==> src/rtl/fail_mode_supervisor.sv <==
module fail_mode_supervisor #(
  parameter int NQ = 3,
  parameter int CW = 4
) (
  input  logic          clk,
  input  logic          rst_n,
  input  logic          ue_valid,
  input  logic          ue_isolated,
  input  logic [CW-1:0] ue_cause,
  input  logic          req_valid,
  input  logic          req_pcie,
  output logic          xl_fwd,
  output logic          blk_valid,
  output logic [1:0]    blk_code,
  input  logic          xl_valid,
  input  logic          xl_pcie,
  input  logic [1:0]    xl_code,
  output logic          rsp_valid,
  output logic [1:0]    rsp_code,
  input  logic [NQ-1:0] q_req,
  output logic [NQ-1:0] q_gnt,
  input  logic          rd_req,
  output logic          rd_gnt,
  output logic          fail_mode,
  output logic          gerr_ns,
  output logic          gerr_s,
  output logic          rec_irq,
  output logic [CW-1:0] syndrome
);
  localparam logic [1:0] CODE_ABT = 2'b10;
  localparam logic [1:0] CODE_CA  = 2'b11;

  logic          fail_q, irq_q, blk_v_q;
  logic [1:0]    blk_c_q;
  logic [CW-1:0] syn_q;

  wire entry    = ue_valid & ~ue_isolated;
  wire fail_now = fail_q | entry;

  always_ff @(posedge clk) begin
    if (!rst_n) begin
      fail_q  <= 1'b0;
      irq_q   <= 1'b0;
      syn_q   <= '0;
      blk_v_q <= 1'b0;
      blk_c_q <= 2'b00;
    end else begin
      irq_q   <= entry & ~fail_q;
      if (entry & ~fail_q) syn_q <= ue_cause;
      if (entry) fail_q <= 1'b1;
      blk_v_q <= req_valid & fail_now;
      blk_c_q <= req_pcie ? CODE_CA : CODE_ABT;
    end
  end

  assign xl_fwd    = req_valid & ~fail_now;
  assign blk_valid = blk_v_q;
  assign blk_code  = blk_v_q ? blk_c_q : 2'b00;
  assign rsp_valid = xl_valid;
  assign rsp_code  = fail_now ? (xl_pcie ? CODE_CA : CODE_ABT) : xl_code;
  assign q_gnt     = fail_now ? '0 : q_req;
  assign rd_gnt    = rd_req;
  assign fail_mode = fail_q;
  assign gerr_ns   = fail_q;
  assign gerr_s    = fail_q;
  assign rec_irq   = irq_q;
  assign syndrome  = syn_q;

  a_r3_sticky: assert property (@(posedge clk) disable iff (!rst_n)
    fail_mode |=> fail_mode);
  a_r2_isolated_ignored: assert property (@(posedge clk) disable iff (!rst_n)
    (!fail_mode && ue_valid && ue_isolated) |=> !fail_mode);
  a_r8_irq_single: assert property (@(posedge clk) disable iff (!rst_n)
    rec_irq |=> !rec_irq);
  a_r8_irq_on_entry: assert property (@(posedge clk) disable iff (!rst_n)
    rec_irq |-> (fail_mode && !$past(fail_mode)));
  a_r6_queues_blocked: assert property (@(posedge clk) disable iff (!rst_n)
    fail_mode |-> (q_gnt == '0));
  a_r5_abort_codes: assert property (@(posedge clk) disable iff (!rst_n)
    (fail_mode && rsp_valid) |-> rsp_code[1]);
  a_r9_syndrome_frozen: assert property (@(posedge clk) disable iff (!rst_n)
    fail_mode |=> $stable(syndrome));
endmodule

==> config.mk <==
export PLATFORM = sky130hd
export DESIGN_NAME = fail_mode_supervisor
export DESIGN_NICKNAME = d
export VERILOG_FILES = /design/src/rtl/fail_mode_supervisor.sv
export SDC_FILE = /design/constraint.sdc
export NUM_CORES = 1
export LEC_CHECK = 0
export ABC_CLOCK_PERIOD_IN_PS = 2300
export BUFFER_PORTS_ARGS = -buffer_cell sky130_fd_sc_hd__buf_2
export CAP_MARGIN = 10
export CORE_AREA = 2 2 39 41
export DETAILED_ROUTE_END_ITERATION = 7
export DIE_AREA = 0 0 41 43
export GPL_TIMING_DRIVEN = 0
export PLACE_DENSITY_LB_ADDON = 0.25
export SYNTH_ARGS = -nofsm -noshare
export SYNTH_HDL_FRONTEND = slang
export SYNTH_SLANG_ARGS = --single-unit
==> constraint.sdc <==
create_clock -name clk -period 2.3 [get_ports clk]
set_input_delay 0.46 -clock clk [delete_from_list [all_inputs] [get_ports clk]]
set_output_delay 0.46 -clock clk [all_outputs]
set_load 0.02 [all_outputs]
==> metrics.txt <==
nets=98; Max stage delay on crit path=~380 ps; worst-path fanout max=8; placed cells=91; Clock Power Share=between 30% and 40%; placed cell area=a little under 600 um^2; final WL=874 um; Max Cap Viol=0; Pwr per Cell Area=621 nW/um^2; non-filler instance count after layout=95; Final setup viols=0; routed len/inst=around 9.2 um; vias per cell=4.12; Initial Util=between 20% and 30%; Synth cell types=14; clock root cell=clkbuf_4; total number of yosys warnings=0; Post-DP HPWL=about 710 um; Slew headroom=between 70% and 80%; multi-input logic area=between 150 and 200 um^2; Total Neg Setup Slack=0 ps; Cell Chain, Critical Path=a21oi_4 -> mux2_4 -> buf_2; Setup CP Type=reg2out; initial antenna violation count=0; Fmax=around 0.55 GHz; CTS Hold Bufs=0; Least-Margin Pin Slew=approximately 350 ps; CORE AREA=between 1000 and 1500 um^2; Critical-path top delay cell=dfxtp_1; Crit path required time=around 1800 ps; vias in the first global route=between 300 and 400; width of the die=roughly 41 um; total track usage=roughly an eighth; Power Total=approximately 380 uW; skew final=about 4.6 ps; worst min path class=in2reg; Leak Pwr=approximately 0.00033 uW; DR DRC count=0; Worst-path clk slew=around 60 ps; combinational share of power=23.2%; register area=between 150 and 200 um^2; Worst setup SP type=flip-flop; standard-cell rows=14; largest net degree at the start of global routing=11; WP data arrival=between 1000 and 1500 ps; routability congestion estimate=between 0.6 and 0.7; switch share=between 20% and 30%; fin area=around 610 um^2; Critical path origin=fail_mode; post-synthesis cell area=about 390 um^2; cell internal pwr=about 270 uW; min cycle time layout=1820 ps; CP Buf/Inv Count=1; critical path's top delay family=flip-flops; clock buffer count from CTS=3; post-route clock period utilization=78.9%; violation count after the first detailed-route iteration=0; Fill cells=~160; grt ovf=0; cts repair resizes=0; Reg power frac=about 44%; first-pass GRT wire length=around 1.5 mm; Hold Startpoint=rst_n; endpoint class of the critical path=primary output; post-synthesis register bit count=9; Die Area=around 1800 um^2; RSZ-0062 raised after global routing=false; Detailed Routing Iterations Pass 1=1; vias=391; clock latency on the worst-skew pair=between 200 and 300 ps; I/O pin count=37; Final Hold Viols=0; Synth Area per Inst=a little under 10 um^2; status=finished, final reports clean; setup bufs post-CTS=0; Net Count, Synth=59; CTS tree=done; register area share after synthesis=between 40% and 50%; Net Switching=112 uW; htree depth=1; IR drop worst, VDD=approximately 0.22 mV; share of cells above drive strength 1=57.0%; worst r2r src=fail_mode; Synth-to-Final Area Change=55.2%; clock buffer depth=2; IO Port Bufs=34; CTS sink cnt=9; Diodes inserted=0; Die Span Y=between 40 and 50 um; antenna viol nets, final=0; Slew Viols, Final=0; Post-Synthesis Cells=41
[sequential cells by signal (all words and copies together), names as in the netlist]
register,count
blk_c_q,2
blk_valid,1
fail_mode,1
rec_irq,1
syndrome,4
[per-layer routing]
metal	part of all wire (%)	global-route usage, %
met5	0	0
met4	1.9	6.00
met3	6.6	6.28
met2	53	18.4
met1	38	15.0
[synth_stat cells]
cell / number / share of area, %
nand2_1: 4 / 3.8
clkbuf_1: 1 / 0.95
buf_4: 4 / 7.6
nor3b_4: 1 / 4.8
nor2b_1: 1 / 1.6
nand3_1: 4 / 5.1
dfxtp_1: 9 / 46
o21ai_0: 4 / 5.1
and3b_1: 1 / 2.2
and2_1: 8 / 13
a21oi_4: 1 / 4.1
inv_1: 1 / 0.95
mux2_4: 1 / 3.8
nand2b_1: 1 / 1.6
[power groups by stage]
stage	logic [uW]	registers, uW	clock network (uW)
3_3_place_gp	88.1	172	0
4_1_cts	89.2	169	126
2_1_floorplan	46.8	180	0
6_report	88.3	169	123
5_1_grt	96.1	170	140
3_5_place_dp	88.9	173	0
[final cells by class]
class | instances | share of cell area (%)
clock buffer | 3 | 3.68
multi-input combinational | 26 | 28.8
clock inverter | 1 | 0.818
buffer | 5 | 5.52
sequential | 9 | 29.4
tap | 16 | 3.27
inverter | 1 | 0.613
timing repair buffer | 34 | 27.8
[path summary, 6_finish.rpt]
path | to | slack, ps | cells after the start
min | blk_c_q[1] | 340 | 1
max reg2reg | syndrome[0] | 1280 | 3
max | rsp_code[0] | 480 | 3
min reg2reg | syndrome[2] | 460 | 2
[placed cells by master, fill, tap and decap left out]
cell type,instances
and3b_1,1
dfxtp_1,9
and2_1,8
a21oi_4,1
nand2_1,4
o21ai_0,4
nor3b_4,1
inv_1,1
clkbuf_1,1
nand3_1,4
nand2b_1,1
clkbuf_4,3
nor2b_1,1
buf_2,34
mux2_4,1
buf_4,4
clkinv_2,1
[cell families (layout without fill, tap and decap cells)]
group                  count (synthesis)  after routing  share of synthesized area [%]
buffers and inverters                  6             44                           9.52
muxes                                  1              1                           3.81
AOI/OAI and AO/OA                      5              5                           9.21
and+or+nand+nor                       20             20                           31.7
DFF                                    9              9                           45.7
[stage by stage]
| step | util (%) | hold slack, ps | setup WS, ps |
|---|---|---|---|
| 3_5_place_dp | 42.2 | 456 | 497 |
| 4_1_cts | 44.2 | 336 | 475 |
| 6_report | 44.2 | 337 | 485 |
| 3_3_place_gp | 42.2 | 444 | 499 |
| 5_1_grt | 44.2 | 337 | 406 |
| 2_1_floorplan | - | 488 | 787 |
No activity file was read; power rests on OpenSTA's default activity.
